### config.mk
export PLATFORM = sky130hd
export DESIGN_NAME = diag_window_bridge
export DESIGN_NICKNAME = d
export VERILOG_FILES = /design/src/rtl/diag_win_pkg.sv /design/src/rtl/diag_addr_window.sv /design/src/rtl/diag_dbg_view.sv /design/src/rtl/diag_xfer_ctrl.sv /design/src/rtl/diag_window_bridge.sv
export SDC_FILE = /design/constraint.sdc
export NUM_CORES = 1
export LEC_CHECK = 0
export CAP_MARGIN = 30
export CORE_UTILIZATION = 25
export CTS_CLUSTER_DIAMETER = 40
export DETAILED_ROUTE_END_ITERATION = 8
export GPL_TIMING_DRIVEN = 0
export PLACE_DENSITY = 0.54
export SYNTH_ARGS = -nofsm -noshare
export SYNTH_HDL_FRONTEND = slang
export SYNTH_HIERARCHICAL = 1
export SYNTH_SLANG_ARGS = --single-unit
### constraint.sdc
create_clock -name clk -period 5.2 [get_ports clk]
set_input_delay 1.56 -clock clk [delete_from_list [all_inputs] [get_ports clk]]
set_output_delay 1.56 -clock clk [all_outputs]
set_load 0.02 [all_outputs]
### src/rtl/diag_win_pkg.sv
// Package: register offsets shared by the bridge and its bench.
// Assumes window bases are four-byte aligned so bits 1:0 select the lane.
package diag_win_pkg;
    localparam int unsigned OFS_DATA   = 'h474;
    localparam int unsigned OFS_WRADDR = 'h478;
    localparam int unsigned OFS_RDADDR = 'h47C;
    localparam int unsigned OFS_STATUS = 'h480;
    localparam int unsigned OFS_DBGSEL = 'h483;
    localparam int unsigned OFS_DBGVAL = 'h484;
endpackage

### src/rtl/diag_addr_window.sv
// Module: one four-byte address window.
// Upper lanes latch on any write. Lane 0 latches only when not blocked, and a
// lane-0 write raises fire for that cycle. target is the address the launch
// uses: the stored upper bytes joined with the byte being written.
module diag_addr_window #(
    parameter int unsigned        ADDR_W = 12,
    parameter logic [ADDR_W-1:0]  BASE   = '0
) (
    input  logic              clk,
    input  logic              rst_n,
    input  logic              wr_en,
    input  logic [ADDR_W-1:0] addr,
    input  logic [7:0]        wdata,
    input  logic              blocked,
    output logic [31:0]       value,
    output logic [31:0]       target,
    output logic              fire
);
    logic hit;
    assign hit    = wr_en && (addr[ADDR_W-1:2] == BASE[ADDR_W-1:2]);
    assign fire   = hit && (addr[1:0] == 2'd0);
    assign target = {value[31:8], wdata};

    for (genvar k = 0; k < 4; k++) begin : g_lane
        // Purpose: store one byte lane of the window.
        always_ff @(posedge clk) begin
            if (!rst_n)
                value[8*k +: 8] <= 8'h00;
            else if (hit && addr[1:0] == 2'(k) && (k != 0 || !blocked))
                value[8*k +: 8] <= wdata;
        end
    end

    // a blocked lane-0 write must not disturb the stored low byte.
    p_lane0_hold_r8: assert property (@(posedge clk) disable iff (!rst_n)
        (fire && blocked) |=> $stable(value[7:0]));
endmodule

### src/rtl/diag_dbg_view.sv
// Module: debug-select byte and the word view of the external bank.
// An index at or above DBG_N selects an all-zero word.
module diag_dbg_view #(
    parameter int unsigned DBG_N = 8
) (
    input  logic              clk,
    input  logic              rst_n,
    input  logic              sel_we,
    input  logic [7:0]        sel_wdata,
    input  logic [DBG_N*32-1:0] bank,
    output logic [7:0]        sel,
    output logic [31:0]       word
);
    // Purpose: hold the selection index.
    always_ff @(posedge clk) begin
        if (!rst_n)      sel <= 8'h00;
        else if (sel_we) sel <= sel_wdata;
    end

    // Purpose: pick the selected bank entry.
    always_comb begin
        word = 32'h0;
        for (int i = 0; i < DBG_N; i++)
            if (32'(sel) == i) word = bank[32*i +: 32];
    end

    // the index follows the last write.
    p_sel_follow_r10: assert property (@(posedge clk) disable iff (!rst_n)
        sel_we |=> (sel == $past(sel_wdata)));
endmodule

### src/rtl/diag_xfer_ctrl.sv
// Module: internal cycle engine and data window.
// Assumes at most one window fires per cycle and that mst_ack only comes while
// a request is open. Capture of read data takes priority over a host write of
// the data window in the same cycle.
module diag_xfer_ctrl (
    input  logic        clk,
    input  logic        rst_n,
    input  logic        rd_fire,
    input  logic        wr_fire,
    input  logic [31:0] rd_target,
    input  logic [31:0] wr_target,
    input  logic        data_we,
    input  logic [1:0]  data_lane,
    input  logic [7:0]  data_byte,
    input  logic        ovr_clr,
    input  logic        mst_ack,
    input  logic [31:0] mst_rdata,
    output logic        busy,
    output logic        ovr,
    output logic [31:0] data_q,
    output logic        mst_req,
    output logic        mst_we,
    output logic [31:0] mst_addr,
    output logic [31:0] mst_wdata
);
    logic any_fire, start, done;
    assign any_fire = rd_fire || wr_fire;
    assign busy     = mst_req;
    assign start    = any_fire && !busy;
    assign done     = mst_req && mst_ack;

    // Purpose: open a request on launch and close it on acknowledge.
    always_ff @(posedge clk) begin
        if (!rst_n) begin
            mst_req   <= 1'b0;
            mst_we    <= 1'b0;
            mst_addr  <= 32'h0;
            mst_wdata <= 32'h0;
        end else if (start) begin
            mst_req   <= 1'b1;
            mst_we    <= wr_fire;
            mst_addr  <= wr_fire ? wr_target : rd_target;
            mst_wdata <= data_q;
        end else if (done) begin
            mst_req   <= 1'b0;
        end
    end

    // Purpose: data window, loaded by the host or by a read acknowledge.
    always_ff @(posedge clk) begin
        if (!rst_n)
            data_q <= 32'h0;
        else if (done && !mst_we)
            data_q <= mst_rdata;
        else if (data_we)
            data_q[8*data_lane +: 8] <= data_byte;
    end

    // Purpose: sticky overrun, set by a launch while busy, cleared by write-one.
    always_ff @(posedge clk) begin
        if (!rst_n)                ovr <= 1'b0;
        else if (any_fire && busy) ovr <= 1'b1;
        else if (ovr_clr)          ovr <= 1'b0;
    end

    p_req_hold_r7: assert property (@(posedge clk) disable iff (!rst_n)
        (mst_req && !mst_ack) |=> (mst_req && $stable(mst_addr) && $stable(mst_we)));
    p_wdata_hold_r4: assert property (@(posedge clk) disable iff (!rst_n)
        (mst_req && !mst_ack) |=> $stable(mst_wdata));
    p_capture_r3: assert property (@(posedge clk) disable iff (!rst_n)
        (mst_req && mst_ack && !mst_we) |=> (data_q == $past(mst_rdata)));
    p_ovr_sticky_r8: assert property (@(posedge clk) disable iff (!rst_n)
        (ovr && !ovr_clr) |=> ovr);
    p_ack_closes_r7: assert property (@(posedge clk) disable iff (!rst_n)
        (mst_req && mst_ack) |=> !mst_req);
endmodule

### src/rtl/diag_window_bridge.sv
// Module: top of the diagnostic window bridge.
// Decodes the host byte port, instantiates both address windows, the cycle
// engine and the debug view, and registers the host read byte.
module diag_window_bridge #(
    parameter int unsigned ADDR_W = 12,
    parameter int unsigned DBG_N  = 8
) (
    input  logic                clk,
    input  logic                rst_n,
    input  logic [ADDR_W-1:0]   hst_addr,
    input  logic                hst_wr,
    input  logic                hst_rd,
    input  logic [7:0]          hst_wdata,
    output logic [7:0]          hst_rdata,
    output logic                mst_req,
    output logic                mst_we,
    output logic [31:0]         mst_addr,
    output logic [31:0]         mst_wdata,
    input  logic                mst_ack,
    input  logic [31:0]         mst_rdata,
    input  logic [DBG_N*32-1:0] dbg_bank
);
    import diag_win_pkg::*;

    localparam logic [ADDR_W-1:0] A_DATA = ADDR_W'(OFS_DATA);
    localparam logic [ADDR_W-1:0] A_WRA  = ADDR_W'(OFS_WRADDR);
    localparam logic [ADDR_W-1:0] A_RDA  = ADDR_W'(OFS_RDADDR);
    localparam logic [ADDR_W-1:0] A_STAT = ADDR_W'(OFS_STATUS);
    localparam logic [ADDR_W-1:0] A_SEL  = ADDR_W'(OFS_DBGSEL);
    localparam logic [ADDR_W-1:0] A_DBG  = ADDR_W'(OFS_DBGVAL);

    logic        busy, ovr, rd_fire, wr_fire;
    logic [31:0] rd_val, wr_val, rd_tgt, wr_tgt, data_q, dbg_word;
    logic [7:0]  sel;
    logic [7:0]  rd_mux;
    logic [ADDR_W-3:0] grp;
    assign grp = hst_addr[ADDR_W-1:2];

    diag_addr_window #(.ADDR_W(ADDR_W), .BASE(A_RDA)) u_rd_win (
        .clk(clk), .rst_n(rst_n), .wr_en(hst_wr), .addr(hst_addr),
        .wdata(hst_wdata), .blocked(busy), .value(rd_val),
        .target(rd_tgt), .fire(rd_fire));

    diag_addr_window #(.ADDR_W(ADDR_W), .BASE(A_WRA)) u_wr_win (
        .clk(clk), .rst_n(rst_n), .wr_en(hst_wr), .addr(hst_addr),
        .wdata(hst_wdata), .blocked(busy), .value(wr_val),
        .target(wr_tgt), .fire(wr_fire));

    diag_xfer_ctrl u_xfer (
        .clk(clk), .rst_n(rst_n), .rd_fire(rd_fire), .wr_fire(wr_fire),
        .rd_target(rd_tgt), .wr_target(wr_tgt),
        .data_we(hst_wr && grp == A_DATA[ADDR_W-1:2]),
        .data_lane(hst_addr[1:0]), .data_byte(hst_wdata),
        .ovr_clr(hst_wr && hst_addr == A_STAT && hst_wdata[1]),
        .mst_ack(mst_ack), .mst_rdata(mst_rdata),
        .busy(busy), .ovr(ovr), .data_q(data_q),
        .mst_req(mst_req), .mst_we(mst_we),
        .mst_addr(mst_addr), .mst_wdata(mst_wdata));

    diag_dbg_view #(.DBG_N(DBG_N)) u_dbg (
        .clk(clk), .rst_n(rst_n),
        .sel_we(hst_wr && hst_addr == A_SEL), .sel_wdata(hst_wdata),
        .bank(dbg_bank), .sel(sel), .word(dbg_word));

    // Purpose: choose the byte a host read returns.
    always_comb begin
        rd_mux = 8'h00;
        if (grp == A_DATA[ADDR_W-1:2])     rd_mux = data_q[8*hst_addr[1:0] +: 8];
        else if (grp == A_WRA[ADDR_W-1:2]) rd_mux = wr_val[8*hst_addr[1:0] +: 8];
        else if (grp == A_RDA[ADDR_W-1:2]) rd_mux = rd_val[8*hst_addr[1:0] +: 8];
        else if (grp == A_DBG[ADDR_W-1:2]) rd_mux = dbg_word[8*hst_addr[1:0] +: 8];
        else if (hst_addr == A_STAT)       rd_mux = {6'b0, ovr, busy};
        else if (hst_addr == A_SEL)        rd_mux = sel;
    end

    // Purpose: register the host read byte on the read strobe.
    always_ff @(posedge clk) begin
        if (!rst_n)      hst_rdata <= 8'h00;
        else if (hst_rd) hst_rdata <= rd_mux;
    end

    // an upper-lane window write while idle opens no request.
    p_upper_quiet_r1: assert property (@(posedge clk) disable iff (!rst_n)
        (hst_wr && hst_addr[1:0] != 2'd0 && !mst_req &&
         (grp == A_RDA[ADDR_W-1:2] || grp == A_WRA[ADDR_W-1:2])) |=> !mst_req);
    // a lane-0 launch while idle opens a request to the full target.
    p_launch_r2: assert property (@(posedge clk) disable iff (!rst_n)
        (rd_fire && !mst_req) |=> (mst_req && !mst_we && mst_addr == $past(rd_tgt)));
endmodule

Word level (Yosys, flattened, before mapping)
Cells that the tools add are included.

word-level totals
  bits in registers = 179
  output and inout bits = 74

cells by class
  add/subtract/negate cells = 1
  equal/unequal tests = 16
  shift operators = 6
  mux-type cells = 22
  reductions and logical operators = 28

operator list
  kind                       number
  $mux W32                   11
  $shiftx A32 B6 Y8          4
  $mux W8                    6
  $eq A10 B9 Y1 const B      4
  $neg A5 Y34                1
  $shift A8 B34 Y32 const A  1
  $shiftx A8 B34 Y32         1
  $bwmux W32                 1
  $eq A8 B3 Y1 const B       4
  $eq A12 B11 Y1 const B     2
  $logic_and A1 B1 Y1        20
  $eq A8 B2 Y1 const B       2
  $eq A8 B1 Y1 const B       1
  $logic_not A8 Y1           1
  $reduce_bool A2 Y1         3
  $eq A2 B2 Y1 const B       2
  $mux W1                    4
  $eq A2 B1 Y1 const B       1
  $logic_not A1 Y1           2
  $logic_not A2 Y1           1
  $logic_or A1 B1 Y1         1

Logic depth before layout (Yosys ltp)
  depth after elaboration = 14
  mapped depth = 11
  gate-level depth less buffers = 9

Hierarchy
The synthesis kept the hierarchy.

by module, submodules not included
  module                       instances  cells an instance  area each (um^2)
  diag_xfer_ctrl               1          481                4,384.2
  diag_dbg_view                1          267                2,532.4
  diag_window_bridge           1          137                1,569.0
  diag_addr_window (u_rd_win)  1          154                1,540.2
  diag_addr_window (u_wr_win)  1          156                1,525.2

Worst setup path after synthesis
OpenSTA, ideal clock, no wires.

  path kind = input to register
  start point = input hst_addr[9]
  end point = register u_xfer.mst_addr[0]
  library setup time = 0.086 ns
  data arrival time = 3.491 ns
  path slack = 1.623 ns
  stages = 9
  path through = or3_4 -> buf_6 -> or3_1 -> nor3_1 -> o21ba_2 -> buf_2 -> clkbuf_1 -> nor2_1 -> a211oi_1

between the ends
  cells in the longest elaborated chain, start to end = 5
  elaborated cells on any way between the ends = 8
  classes of those cells = 2 x eq/ne; 6 x reduce/logical

RTL lines
  what                  line                      source
  from (decl)           diag_window_bridge.sv:10  input logic [ADDR_W-1:0] hst_addr,
  $eq A10 B9 Y1         diag_addr_window.sv:20    assign hit = wr_en && (addr[ADDR_W-1:2] == BASE[ADDR_W-1:2]);
  $logic_and A1 B1 Y1   diag_addr_window.sv:20
  $logic_and A1 B1 Y1   diag_addr_window.sv:21    assign fire = hit && (addr[1:0] == 2'd0);
  net rd_fire           diag_window_bridge.sv:32  logic busy, ovr, rd_fire, wr_fire;
  $logic_or A1 B1 Y1    diag_xfer_ctrl.sv:27      assign any_fire = rd_fire || wr_fire;
  $logic_and A1 B1 Y1   diag_xfer_ctrl.sv:29      assign start = any_fire && !busy;
  to (signal assigned)  diag_xfer_ctrl.sv:42      mst_addr <= wr_fire ? wr_target : rd_target;
  to (decl)             diag_xfer_ctrl.sv:23      output logic [31:0] mst_addr,

The timed path passes the listed nets, and every way through them passes these cells.
A chain may end at the register's enable or synchronous reset.

Worst setup path in the final report
  start point = input hst_addr[1]
  end point = register u_dbg.sel[2]

between the ends
  cells in the longest elaborated chain, start to end = 2

RTL lines
  what                  line                      source
  $eq A12 B11 Y1        diag_window_bridge.sv:62  .sel_we(hst_wr && hst_addr == A_SEL), .sel_wdata(hst_wdata),
  $logic_and A1 B1 Y1   diag_window_bridge.sv:62
  to (signal assigned)  diag_dbg_view.sv:17       else if (sel_we) sel <= sel_wdata;
  to (decl)             diag_dbg_view.sv:11       output logic [7:0] sel,

Every way passes these cells.

==> results.json <==
{
  "drc_errors": 0,
  "synth_top_cell_by_area": "dfxtp_1",
  "htree_levels": 4,
  "worstPathArrival_ps": 4530,
  "grt_pass1_vias": 11366,
  "antenna_found_initial": 5,
  "synth.avg_cell_area_um2": 9.67,
  "pin_count": 387,
  "cts_tree": "done",
  "dpl.hpwl_mm": 40.6,
  "dr.pass1.iters": 6,
  "cpMaxStageDelayCell": "clkdlybuf4s50_1",
  "power.density_nw_per_um2": 192,
  "cp.required_ps": 5530,
  "cts_sinks": 179,
  "dpl-instance-area_um2": 16200,
  "path_cells": "clkdlybuf4s50_1 -> buf_2 -> buf_6 -> nand2_1 -> nor4_4 -> and2_2 -> clkbuf_1 -> mux2i_1 -> nor2b_1",
  "cts_root_buffer": "clkbuf_16",
  "grt_pass1_wl_mm": 74.6,
  "grt.total_usage": 0.214,
  "layout-drive-gt1-share": 0.167,
  "finalSetupViolations": 0,
  "row_count": 78,
  "hold_buffers": 0,
  "synth.ff_latch_count": 179,
  "synth.area.top_cells": "dfxtp_1, mux4_2, mux2i_1, nand2_1, buf_4",
  "syn_inst": 1195,
  "synthesis.nets": 1513,
  "path_max_fanout": 14,
  "portBuffers": 385,
  "crit_family": "buffers and inverters",
  "p_leak_nw": 5.91,
  "cp_slowest_stage_delay_ps": 780,
  "insertion_delay_ps": 440,
  "gr-total-overflow": 0,
  "fmax_ghz": 0.238,
  "coreArea_um2": 45500,
  "path_clk_slew_ps": 80,
  "antenna_left": 0,
  "rrSetupSlack_ps": 1890,
  "syn_area_um2": 11600,
  "synth_async_sr_flop_share": 0,
  "maxCapViolCount": 0,
  "fin_skew_ps": 15.4,
  "final.setup.tns_ps": 0,
  "startpoint_type": "primary input",
  "hp-class": "flip-flop to flip-flop",
  "yosysUniqueCellTypes": 63,
  "yosysWarningCount": 6,
  "start_util": 0.254,
  "vias": 11131,
  "syn_to_final_growth_pct": 45.2,
  "die-area_um2": 47100,
  "grt_start_max_net_pins": 20,
  "synth-seq-area-share": 0.310,
  "hold_violations": 0,
  "cts_resized": 0,
  "synth_top_area_share": 0.310,
  "finalNetCount": 1917,
  "cts_buffers": 17,
  "final_area_um2": 16800,
  "worst_pin_slew_ps": 957,
  "post_cts_buffers": 0,
  "crit_buf_inv": 4,
  "cp-end-kind": "flip-flop",
  "wire_per_inst_um": 23.0,
  "drv_slew": 0,
  "rsz0062_at_grt": "no",
  "ir_worst_vdd_mv": 0.245,
  "routed_wirelength_mm": 50.8,
  "relSlewSlack": 0.357,
  "synth_edf_count": 0,
  "n_fill_cell": 4659,
  "dieWidth_um": 217,
  "status": "completed",
  "period_share": 0.807,
  "drt_iter0_drc": 761,
  "cts_buffer_depth": 2,
  "routabilityCongestion": 0.939,
  "synth_ff_type": "dfxtp_1",
  "crit_type": "primary input to flip-flop",
  "period_needed_ps": 4200,
  "die_height_um": 217,
  "viasPerCell": 5.03
}
-- cell usage in the layout (no fill, tap or decap), types with 22 or more instances in the layout --
cell type / synthesis / layout
nor2_1: 43 / 43
clkdlybuf4s50_1: 0 / 385
a21oi_1: 82 / 82
dfxtp_1: 179 / 179
nand2_1: 221 / 221
a211oi_1: 42 / 42
clkbuf_1: 41 / 41
nand3_1: 22 / 22
mux4_2: 72 / 72
mux2i_1: 123 / 123
buf_4: 68 / 68
buf_2: 36 / 36
-- worst reg2reg max path, delay by kind of cell, from the launching register on --
family / cells / cell delay, ps
buffers and inverters: 3 / 1160
multiplexers: 2 / 940
AO/OA/AOI/OAI: 3 / 450
flip-flops: 1 / 370
AND/OR/NAND/NOR: 2 / 280
-- flip-flops by register name (all words and copies together) (netlist names), 8 cells and up --
signal / flops
hst_rdata: 8
u_dbg/sel: 8
u_rd_win/target: 24
u_rd_win/value: 8
u_wr_win/target: 24
u_wr_win/value: 8
u_xfer/data_q: 32
u_xfer/mst_addr: 32
u_xfer/mst_wdata: 32
-- cell type report --
class                   instances  area, um2  share of cell area
plain buffers                 165       1010              0.0605
well taps                     600        751              0.0448
flip-flops and latches        179       3580               0.214
diodes                          3       7.51            0.000448
multi-input cells             839       6910               0.412
repair buffers                385       3850               0.230
inverters                      12       45.0             0.00269
clock inverters                15        183              0.0109
clock buffers                  17        425              0.0254
-- logic make-up (layout without fill, tap and decap cells) --
logic type | after synthesis | count (layout) | synth area share
compound gates | 231 | 231 | 0.137
fa+ha+maj | 5 | 5 | 0.00542
buf+inv | 177 | 594 | 0.0917
other cells | 0 | 3 | 0
mux | 222 | 222 | 0.282
flops | 179 | 179 | 0.310
simple gates | 381 | 381 | 0.173
-- final timing paths --
check                                     startpoint  depth (start not counted)                    to
worst min-delay path            u_xfer/mst_wdata[17]                          2  u_xfer/mst_wdata[17]
worst max register to register          u_dbg/sel[1]                         10          hst_rdata[3]
worst min register to register  u_xfer/mst_wdata[17]                          2  u_xfer/mst_wdata[17]
worst max-delay path                     hst_addr[1]                          9          u_dbg/sel[2]
-- cell usage after synthesis (all sizes together), types with 8 or more instances --
library cell,count
o2bb2ai,16
a211oi,42
nand2,222
and4b,19
nor3,8
clkbuf,41
nor4,10
dfxtp,179
nand3,22
nand2b,10
mux2,20
o22ai,12
nor2b,18
nor2,43
buf,123
mux4,79
inv,12
mux2i,123
a31oi,18
a21oi,82
o31ai,16
or3,8
-- per-stage QoR --
step | hold slack [ps] | total power [mW] | util | std cells | setup WS (ps)
3_3_place_gp | 439 | 1.90 | 0.355 | 2180 | 572
2_1_floorplan | 430 | 1.56 | - | 1195 | 1620
6_report | 456 | 3.22 | 0.369 | 2215 | 1000
4_1_cts | 459 | 3.24 | 0.369 | 2212 | 993
5_1_grt | 483 | 3.33 | 0.369 | 2214 | 809
3_5_place_dp | 448 | 1.90 | 0.355 | 2180 | 544
-- per-layer routing --
layer  GRT usage  share of wire  vias to the layer above
met5           0        0.00047                        -
met4      0.0549          0.021                        4
met3      0.0320          0.055                       57
met2       0.361           0.48                      425
met1       0.284           0.44                     5447
li1            -              -                     5198
-- report_power, final --
part           switching [mW]  internal [mW]
sequential            0.00156           1.37
clock                   0.655          0.695
combinational           0.193          0.301
total                   0.850           2.37
No activity file was read; power rests on OpenSTA's default activity.
